--- config.mk ---
export PLATFORM = sky130hd
export DESIGN_NAME = brx_xlate
export DESIGN_NICKNAME = d
export VERILOG_FILES = /design/src/rtl/brx_pkg.sv /design/src/rtl/brx_window_bank.sv /design/src/rtl/brx_lookup.sv /design/src/rtl/brx_dma_guard.sv /design/src/rtl/brx_xlate.sv
export SDC_FILE = /design/constraint.sdc
export NUM_CORES = 2
export LEC_CHECK = 0
export BUFFER_PORTS_ARGS = -buffer_cell sky130_fd_sc_hd__buf_2
export CORE_MARGIN = 2
export CORE_UTILIZATION = 35
export DETAILED_ROUTE_END_ITERATION = 8
export PLACE_DENSITY = 0.62
export SETUP_SLACK_MARGIN = 0.02
export SLEW_MARGIN = 10
export SYNTH_ARGS = -nofsm -noshare
export SYNTH_HDL_FRONTEND = slang
export SYNTH_SLANG_ARGS = --single-unit
--- constraint.sdc ---
create_clock -name clk_i -period 31.5 [get_ports clk_i]
set_input_delay 6.3 -clock clk_i [delete_from_list [all_inputs] [get_ports clk_i]]
set_output_delay 6.3 -clock clk_i [all_outputs]
set_load 0.02 [all_outputs]
--- src/rtl/brx_pkg.sv ---
package brx_pkg;
  localparam int unsigned NUM_SLOTS = 4;
  localparam int unsigned SLOT_W    = 2;
  localparam int unsigned PSLOT_W   = 3;

  typedef enum logic [SLOT_W-1:0] {
    SLOT_MEM = 2'd0,
    SLOT_IO  = 2'd1,
    SLOT_CFG = 2'd2,
    SLOT_SPC = 2'd3
  } slot_e;
endpackage

--- src/rtl/brx_window_bank.sv ---
module brx_window_bank
  import brx_pkg::*;
#(
  parameter int unsigned ADDR_W = 32
) (
  input  logic                              clk_i,
  input  logic                              rst_ni,
  input  logic                              prog_valid_i,
  input  logic [PSLOT_W-1:0]                prog_slot_i,
  input  logic [ADDR_W-1:0]                 prog_parent_base_i,
  input  logic [ADDR_W-1:0]                 prog_child_base_i,
  input  logic [ADDR_W-1:0]                 prog_size_i,
  output logic [NUM_SLOTS-1:0][ADDR_W-1:0]  pbase_o,
  output logic [NUM_SLOTS-1:0][ADDR_W-1:0]  cbase_o,
  output logic [NUM_SLOTS-1:0][ADDR_W-1:0]  size_o,
  output logic [NUM_SLOTS-1:0]              valid_o,
  output logic                              slot_err_o,
  output logic                              dup_err_o
);
  logic in_range;
  logic size_nz;
  logic [NUM_SLOTS-1:0] sel;

  assign in_range = (prog_slot_i < PSLOT_W'(NUM_SLOTS));
  assign size_nz  = (prog_size_i != '0);

  for (genvar i = 0; i < NUM_SLOTS; i++) begin : g_slot
    assign sel[i] = prog_valid_i && (prog_slot_i == PSLOT_W'(i));

    always_ff @(posedge clk_i or negedge rst_ni) begin
      if (!rst_ni) begin
        valid_o[i] <= 1'b0;
        pbase_o[i] <= '0;
        cbase_o[i] <= '0;
        size_o[i]  <= '0;
      end else if (sel[i] && !valid_o[i] && size_nz) begin
        valid_o[i] <= 1'b1;
        pbase_o[i] <= prog_parent_base_i;
        cbase_o[i] <= prog_child_base_i;
        size_o[i]  <= prog_size_i;
      end
    end
  end

  always_ff @(posedge clk_i or negedge rst_ni) begin
    if (!rst_ni) begin
      slot_err_o <= 1'b0;
      dup_err_o  <= 1'b0;
    end else begin
      slot_err_o <= prog_valid_i && !in_range;
      dup_err_o  <= |(sel & valid_o);
    end
  end
endmodule

--- src/rtl/brx_lookup.sv ---
module brx_lookup
  import brx_pkg::*;
#(
  parameter int unsigned ADDR_W = 32,
  parameter int unsigned LEN_W  = 8
) (
  input  logic [NUM_SLOTS-1:0][ADDR_W-1:0] pbase_i,
  input  logic [NUM_SLOTS-1:0][ADDR_W-1:0] cbase_i,
  input  logic [NUM_SLOTS-1:0][ADDR_W-1:0] size_i,
  input  logic [NUM_SLOTS-1:0]             valid_i,
  input  logic [ADDR_W-1:0]                addr_i,
  input  logic [LEN_W-1:0]                 len_i,
  output logic                             hit_o,
  output logic [SLOT_W-1:0]                slot_o,
  output logic [ADDR_W-1:0]                xaddr_o
);
  localparam int unsigned EXT_W = ADDR_W + 1;

  logic [EXT_W-1:0] acc_lo;
  logic [EXT_W-1:0] acc_hi;
  logic [NUM_SLOTS-1:0] match;

  assign acc_lo = {1'b0, addr_i};
  assign acc_hi = acc_lo + EXT_W'(len_i);

  for (genvar i = 0; i < NUM_SLOTS; i++) begin : g_cmp
    logic [EXT_W-1:0] win_lo;
    logic [EXT_W-1:0] win_hi;
    assign win_lo   = {1'b0, pbase_i[i]};
    assign win_hi   = win_lo + {1'b0, size_i[i]};
    assign match[i] = valid_i[i] && (acc_lo >= win_lo) && (acc_hi <= win_hi);
  end

  // lowest index wins: scan downwards, last assignment sticks
  always_comb begin
    hit_o  = 1'b0;
    slot_o = '0;
    for (int k = NUM_SLOTS - 1; k >= 0; k--) begin
      if (match[k]) begin
        hit_o  = 1'b1;
        slot_o = SLOT_W'(k);
      end
    end
  end

  assign xaddr_o = addr_i - pbase_i[slot_o] + cbase_i[slot_o];
endmodule

--- src/rtl/brx_dma_guard.sv ---
module brx_dma_guard
  import brx_pkg::*;
#(
  parameter int unsigned ADDR_W = 32,
  parameter int unsigned LEN_W  = 8
) (
  input  logic [ADDR_W-1:0] mem_cbase_i,
  input  logic [ADDR_W-1:0] mem_size_i,
  input  logic              mem_valid_i,
  input  logic              dma_valid_i,
  input  logic [SLOT_W-1:0] dma_space_i,
  input  logic [ADDR_W-1:0] dma_addr_i,
  input  logic [LEN_W-1:0]  dma_len_i,
  output logic              fwd_o,
  output logic              space_bad_o,
  output logic              own_hit_o
);
  localparam int unsigned EXT_W = ADDR_W + 1;

  logic [EXT_W-1:0] lo, hi, s, e;
  logic is_mem, s_in, e_in;

  assign lo     = {1'b0, mem_cbase_i};
  assign hi     = lo + {1'b0, mem_size_i};
  assign s      = {1'b0, dma_addr_i};
  assign e      = s + EXT_W'(dma_len_i);
  assign s_in   = (s >= lo) && (s <= hi);
  assign e_in   = (e >= lo) && (e <= hi);
  assign is_mem = (dma_space_i == SLOT_MEM);

  assign space_bad_o = dma_valid_i && !is_mem;
  assign own_hit_o   = dma_valid_i && is_mem && mem_valid_i && (s_in || e_in);
  assign fwd_o       = dma_valid_i && is_mem && !own_hit_o;
endmodule

--- src/rtl/brx_xlate.sv ---
module brx_xlate
  import brx_pkg::*;
#(
  parameter int unsigned ADDR_W = 32,
  parameter int unsigned LEN_W  = 8
) (
  input  logic                clk_i,
  input  logic                rst_ni,
  input  logic                prog_valid_i,
  input  logic [2:0]          prog_slot_i,
  input  logic [ADDR_W-1:0]   prog_parent_base_i,
  input  logic [ADDR_W-1:0]   prog_child_base_i,
  input  logic [ADDR_W-1:0]   prog_size_i,
  output logic                prog_slot_err_o,
  output logic                prog_dup_err_o,
  input  logic                acc_valid_i,
  input  logic [ADDR_W-1:0]   acc_addr_i,
  input  logic [LEN_W-1:0]    acc_len_i,
  output logic [1:0]          acc_space_o,
  output logic [ADDR_W-1:0]   acc_xaddr_o,
  output logic                acc_claim_o,
  output logic [LEN_W-1:0]    acc_bytes_o,
  output logic                acc_nowin_err_o,
  input  logic                dma_valid_i,
  input  logic [1:0]          dma_space_i,
  input  logic [ADDR_W-1:0]   dma_addr_i,
  input  logic [LEN_W-1:0]    dma_len_i,
  output logic                dma_fwd_o,
  output logic [ADDR_W-1:0]   dma_addr_o,
  output logic                dma_space_err_o,
  output logic                dma_own_err_o
);
  logic [NUM_SLOTS-1:0][ADDR_W-1:0] win_pb, win_cb, win_sz;
  logic [NUM_SLOTS-1:0]             win_v;
  logic                             lk_hit;
  logic                             any_win;
  logic                             dg_fwd, dg_bad, dg_own;

  brx_window_bank #(.ADDR_W(ADDR_W)) i_bank (
    .clk_i              (clk_i),
    .rst_ni             (rst_ni),
    .prog_valid_i       (prog_valid_i),
    .prog_slot_i        (prog_slot_i),
    .prog_parent_base_i (prog_parent_base_i),
    .prog_child_base_i  (prog_child_base_i),
    .prog_size_i        (prog_size_i),
    .pbase_o            (win_pb),
    .cbase_o            (win_cb),
    .size_o             (win_sz),
    .valid_o            (win_v),
    .slot_err_o         (prog_slot_err_o),
    .dup_err_o          (prog_dup_err_o)
  );

  brx_lookup #(.ADDR_W(ADDR_W), .LEN_W(LEN_W)) i_lookup (
    .pbase_i (win_pb),
    .cbase_i (win_cb),
    .size_i  (win_sz),
    .valid_i (win_v),
    .addr_i  (acc_addr_i),
    .len_i   (acc_len_i),
    .hit_o   (lk_hit),
    .slot_o  (acc_space_o),
    .xaddr_o (acc_xaddr_o)
  );

  brx_dma_guard #(.ADDR_W(ADDR_W), .LEN_W(LEN_W)) i_dma (
    .mem_cbase_i (win_cb[SLOT_MEM]),
    .mem_size_i  (win_sz[SLOT_MEM]),
    .mem_valid_i (win_v[SLOT_MEM]),
    .dma_valid_i (dma_valid_i),
    .dma_space_i (dma_space_i),
    .dma_addr_i  (dma_addr_i),
    .dma_len_i   (dma_len_i),
    .fwd_o       (dg_fwd),
    .space_bad_o (dg_bad),
    .own_hit_o   (dg_own)
  );

  assign any_win = |win_v;

  always_ff @(posedge clk_i or negedge rst_ni) begin
    if (!rst_ni) begin
      acc_claim_o     <= 1'b0;
      acc_bytes_o     <= '0;
      acc_nowin_err_o <= 1'b0;
      dma_fwd_o       <= 1'b0;
      dma_addr_o      <= '0;
      dma_space_err_o <= 1'b0;
      dma_own_err_o   <= 1'b0;
    end else begin
      acc_claim_o     <= acc_valid_i && lk_hit;
      acc_bytes_o     <= (acc_valid_i && lk_hit) ? acc_len_i : '0;
      acc_nowin_err_o <= acc_valid_i && !any_win;
      dma_fwd_o       <= dg_fwd;
      dma_addr_o      <= dg_fwd ? dma_addr_i : '0;
      dma_space_err_o <= dg_bad;
      dma_own_err_o   <= dg_own;
    end
  end
endmodule

# Yosys cells after proc, flatten, opt, wreduce, memory -nomap -nowiden
# Index checks and enable logic that the tools add are counted.
# W data, S select, Z words.
classes:
  add_sub_neg: 9
  n_lt_le_gt_ge: 14
  eq_ne: 3
  mux: 14
  n_bitwise: 1
  n_reduce_logical: 44
op_table:
  columns: ["cell", "count"]
  rows:
  - ["$add A32 B32 Y33", 5]
  - ["$le A33 B33 Y1", 5]
  - ["$ge A32 B32 Y1", 5]
  - ["$bmux W32 S2", 2]
  - ["$mux W32", 3]
  - ["$add A32 B8 Y33", 2]
  - ["$ge A33 B32 Y1", 1]
  - ["$le A32 B33 Y1", 1]
  - ["$add A32 B32 Y32", 1]
  - ["$reduce_bool A32 Y1", 1]
  - ["$sub A32 B32 Y32", 1]
  - ["$logic_and A1 B1 Y1", 30]
  - ["$logic_not A1 Y1", 8]
  - ["$mux W2", 4]
  - ["$mux W8", 1]
  - ["$reduce_or A4 Y1", 2]
  - ["$eq A3 B2 Y1 const B", 2]
  - ["$and A4 B4 Y4", 1]
  - ["$mux W1", 4]
  - ["$eq A3 B1 Y1 const B", 1]
  - ["$logic_not A3 Y1", 1]
  - ["$lt A2 B3 Y1 const B", 1]
  - ["$lt A3 B3 Y1 const B", 1]
  - ["$logic_not A2 Y1", 1]
  - ["$logic_or A1 B1 Y1", 1]
word_totals:
  regBits: 435
  input_bits: 186
  output_inout_bits: 81
  elab_cells: 110

# Logic depth before layout (Yosys ltp)
logic_depth:
  depth_word: 11
  mapped_depth: 44
  depth_no_buf: 42

# By module
# Synthesis repeated with hierarchy kept, for this count alone.
unflattened:
  hier_cells: 3819
  hier_area_um2: 37836.3
by_module_without_submodules:
  columns: ["module", "instances", "cells_each", "area_per_inst_um2"]
  rows:
  - ["brx_lookup", 1, 2173, 16363.2]
  - ["brx_window_bank", 1, 841, 14565.2]
  - ["brx_dma_guard", 1, 714, 5462.7]
  - ["brx_xlate", 1, 91, 1445.1]

# Worst setup path after synthesis
# Ideal clock, no wire load.
synth_timing:
  kind: "input -> output"
  start: "input acc_addr_i[0]"
  end: "output acc_xaddr_o[31]"
  arrival_ns: 14.091
  path_slack_ns: 11.109
  path_stages: 40
  n_path_buf: 2
  cell_sequence: "ha_1 fa_1 a21o_1 a21oi_1 o21bai_1 a21oi_1 o21bai_1 a21o_1 and2_0 nand2_1 nor3_1 nand2_1 xnor2_1 ha_1 nand4_1 nor4_2 nand4_1 a2111oi_2 (+4 left out) buf_6 buf_6 nand2_1 o21ai_0 a222oi_1 fa_1 ha_1 a21o_1 a211oi_1 o21ai_1 nand2_1 o21ai_1 nand4_1 a31oi_1 or4b_1 a31oi_1 o31ai_1 xnor3_1"
synth_between:
  elab_chain_cells: 11
  word_cells_on_any_way: 27
synth_rtl:
  columns: ["item", "line", "source"]
  rows:
  - ["start, declared", "brx_xlate.sv:17", "input logic [ADDR_W-1:0] acc_addr_i,"]
  - ["$add A32 B8 Y33 / $ge A32 B32 Y1 (equally long branches)", "brx_lookup.sv:24, brx_lookup.sv:31", null]
  - ["$le A33 B33 Y1 / $logic_and A1 B1 Y1 (equally long branches)", "brx_lookup.sv:31", "assign match[i] = valid_i[i] && (acc_lo >= win_lo) && (acc_hi <= win_hi);"]
  - ["$logic_and A1 B1 Y1", "brx_lookup.sv:31", null]
  - ["$mux W2 (4 in series)", "brx_lookup.sv:39", "if (match[k]) begin"]
  - ["$bmux W32 S2", "brx_lookup.sv:46", "assign xaddr_o = addr_i - pbase_i[slot_o] + cbase_i[slot_o];"]
  - ["$mux W32 (implied by the code)", "brx_lookup.sv:46", null]
  - ["$sub A32 B32 Y32", "brx_lookup.sv:46", null]
  - ["$add A32 B32 Y32 (*)", "brx_lookup.sv:46", null]
  - ["end, declared", "brx_xlate.sv:20", "output logic [ADDR_W-1:0] acc_xaddr_o,"]
# Mark *: on every way between the ends. The rest lies on a longest branch, timed or not. The select of a mux whose other input is x is not followed.

# Final worst setup path
layout_timing:
  start: "input acc_addr_i[0]"
  end: "output acc_xaddr_o[30]"
# Same word-level chain as after synthesis.

==> impl_results.md <==
- Run status: finished, final reports clean
- CP max stage delay: 0.71 ns
- Total GRT Usage: 23.3%
- Clk slew on worst S/H paths: around 0.060 ns
- Die width: 328 um
- Post-route ant nets: 0
- Placed Instances: 5504
- Hold WC Path Type: flip-flop to flip-flop
- Vias: 31664
- Largest net degree at the start of global routing: 155
- Final setup fails: 0
- Synth warn: 0
- Fraction of layout cells with a size suffix above 1: between 10% and 20%
- DR pass1 iterations: 6
- Worst-Skew Late Latency: 0.63 ns
- HPWL after detailed placement: 104000 um
- Setup_tns: 0 ns
- Worst rel slew slack: 23.8%
- RSZ-0062 raised after global routing: false
- CP Capture Type: output port
- CTS buffer count: between 50 and 60
- I/O pin cnt: 267
- DR iter-0 viols: 2632
- Crit-path slowest cell: o21ai_0
- Syn nets: around 4700
- Unique masters post-synth: 88
- Max-Cap Viols: 0
- Post-CTS Setup Bufs: 0
- Port Buf Inserts: 266
- Synth top area share: 29.7%
- Fin. Hold Viols: 0
- Root Buffer: clkbuf_16
- Main synth FF type: dfrtp_1
- Core area: 0.104 mm^2
- Crit path DAT: 16.73 ns
- First-pass GRT wire length: between 150000 and 200000 um
- Final GP Congestion: 0.953
- Hold WS: 0.505 ns
- DR vias/cell: 5.65
- Starting Density: between 30% and 40%
- Synth Register Bits: ~440
- Required @ worst endpoint: 25.20 ns
- Asr flop ratio synth: 100%
- Hold-fix buffers at CTS: 0
- Final non-filler cell total: 5609
- DRC viols: 0
- Dominant cells by area after synthesis: dfrtp_1 (30%), ha_1 (20%), mux2_2 (7.0%)
- CTS HTree Levels: 2
- Post-CTS Resized: 0
- Tmin final: 23.03 ns
- Period utilisation layout: 73.1%
- Crit path max fanout: 50
- Slew Limit Fails: 0
- Post-DR wirelength/cell: about 23 um
- Post-Syn Area: 0.0367 mm^2
- Gr ovfl total: 0
- Clk sink count: 435
- Fmax: roughly 43 MHz
- Post-Place Worst Slack: 8.54 ns
- CTS tree: yes
- Final critical-path setup slack: 8.47 ns
- Slew @ Worst Pin: 1.14 ns
- Row count: around 120
- Height of the die: about 330 um
- Sequential area share after synthesis: roughly 30%
- Total wire length: 128000 um
- Die ar.: 0.107 mm^2
- CP Launch Type: input pin
- Max Clock Skew: 0.0230 ns
- Area grow syn2layout: 13.1%
- Initial antenna violation count: 32
- NumNets Final: 5000
- Synth Instances: 3928
- Number of synthesized flops with an enable pin: 0
- Syn Area/Cell: 9.34 um^2
- Vias in the first global route: slightly above 30000
- CTS Buffer Depth: 3
- Area leader, netlist: dfrtp_1
- Setup CP Type: input pin to output port
## through the flow
stage	utilization [%]	instance area [um^2]
floorplan	-	36700
global placement	38.2	39600
detailed placement	38.2	39600
CTS	39.9	41400
global route	39.9	41500
finish	39.9	41500
## synthesized netlist by cell type (7+ instances only)
library cell and n:
ha_1 597, dfrtp_1 435, nand2_1 396, o21ai_0 300
a21oi_1 267, inv_1 256, mux2_2 228, a21o_1 173
nor2_1 143, xnor2_1 124, xor2_1 101, nand3_1 75
nand4_1 72, clkbuf_1 69, a31oi_1 52, nor3_1 42
o21bai_1 41, fa_1 38, nor3b_1 37, o22ai_1 35
and3_1 34, nand2b_1 33, a222oi_1 30, o21a_1 30
a211oi_1 28, and2_1 24, nor4_1 21, nor2b_1 18
o31ai_1 16, and4_1 13, buf_1 13, buf_2 11
o21ai_1 11, a221o_1 9, or2_2 9, a21boi_0 8
a2111oi_0 7, o211ai_1 7, or3_1 7
## sequential cells by signal, indices dropped and copies added (netlist names), 4 cells and up
name	flops
i_bank.pbase_o	128
i_bank.size_o	128
i_bank.cbase_o	128
acc_bytes_o	8
i_bank.valid_o	4
dma_addr_o	32
## worst max-delay path, delay by kind of cell
kind	cells	cell delay, ns
AOI/OAI and AO/OA	21	4.93
xor gates and xnor gates	2	0.55
adders and majority gates	6	1.56
buffers and inverters	5	1.00
muxes	1	0.25
and+or+nand+nor	9	2.09
## kinds of logic (layout without fill, tap and decap cells)
group | Yosys count | after routing | synth area share [%]
compound gates | 1099 | 1099 | 19.1
xor+xnor | 226 | 226 | 5.43
fa+ha+maj | 635 | 635 | 22.4
buf+inv | 356 | 649 | 3.79
flops | 435 | 435 | 29.7
mux | 233 | 233 | 7.17
other cells | 0 | 8 | 0
simple gates | 944 | 944 | 12.4
## layer usage
metal  part of all wire, %  up-vias  track usage [%]
met1                    45    15351             32.5
met4                   3.8       18             8.39
met2                    44     1123             36.4
li1                      -    14940                -
met3                   7.2      232             3.74
met5                 0.085        -                0
## layout make-up
| class | count | area [um^2] |
|---|---|---|
| Fill cell | 10275 | 62300 |
| Multi-Input combinational cell | 3137 | 24400 |
| Sequential cell | 435 | 10900 |
| Tap cell | 1380 | 1730 |
| Timing Repair Buffer | 296 | 1580 |
| Clock buffer | 76 | 1530 |
| Inverter | 256 | 961 |
| Clock inverter | 21 | 310 |
| Antenna cell | 8 | 20.0 |
## worst paths after layout
check                                                      from  depth (start not counted)                        endpoint  slack (ns)
worst max-delay path                              acc_addr_i[0]                         44                 acc_xaddr_o[30]        8.47
worst min-delay path             i_bank.cbase_o[45]$_DFFE_PN0P_                          1  i_bank.cbase_o[45]$_DFFE_PN0P_        0.50
worst max register to register  i_bank.pbase_o[112]$_DFFE_PN0P_                         19        acc_bytes_o[0]$_DFF_PN0_       24.23
worst min register to register   i_bank.cbase_o[45]$_DFFE_PN0P_                          1  i_bank.cbase_o[45]$_DFFE_PN0P_        0.50
max in group asynchronous                                rst_ni                          3  i_bank.cbase_o[12]$_DFFE_PN0P_       23.60
min in group asynchronous                                rst_ni                          1        dma_addr_o[25]$_DFF_PN0_        5.64
## cells in the final DEF, fill, tap and decap left out, drive strengths merged, types with 35 or more instances in the layout
cell | netlist | routed
nor2 | 143 | 143
nand2 | 397 | 397
o22ai | 35 | 35
fa | 38 | 38
o21ai | 312 | 312
dfrtp | 435 | 435
inv | 256 | 259
a21o | 173 | 173
buf | 31 | 296
a31oi | 53 | 53
nand4 | 72 | 72
mux2 | 228 | 228
o21bai | 41 | 41
clkbuf | 69 | 76
nor3b | 37 | 37
ha | 597 | 597
xor2 | 101 | 101
xnor2 | 124 | 124
a21oi | 267 | 267
nor3 | 42 | 42
nand3 | 75 | 75
Power is not shown: default switching activity piles up to over one toggle a cycle in this logic, so the estimate is an artifact.
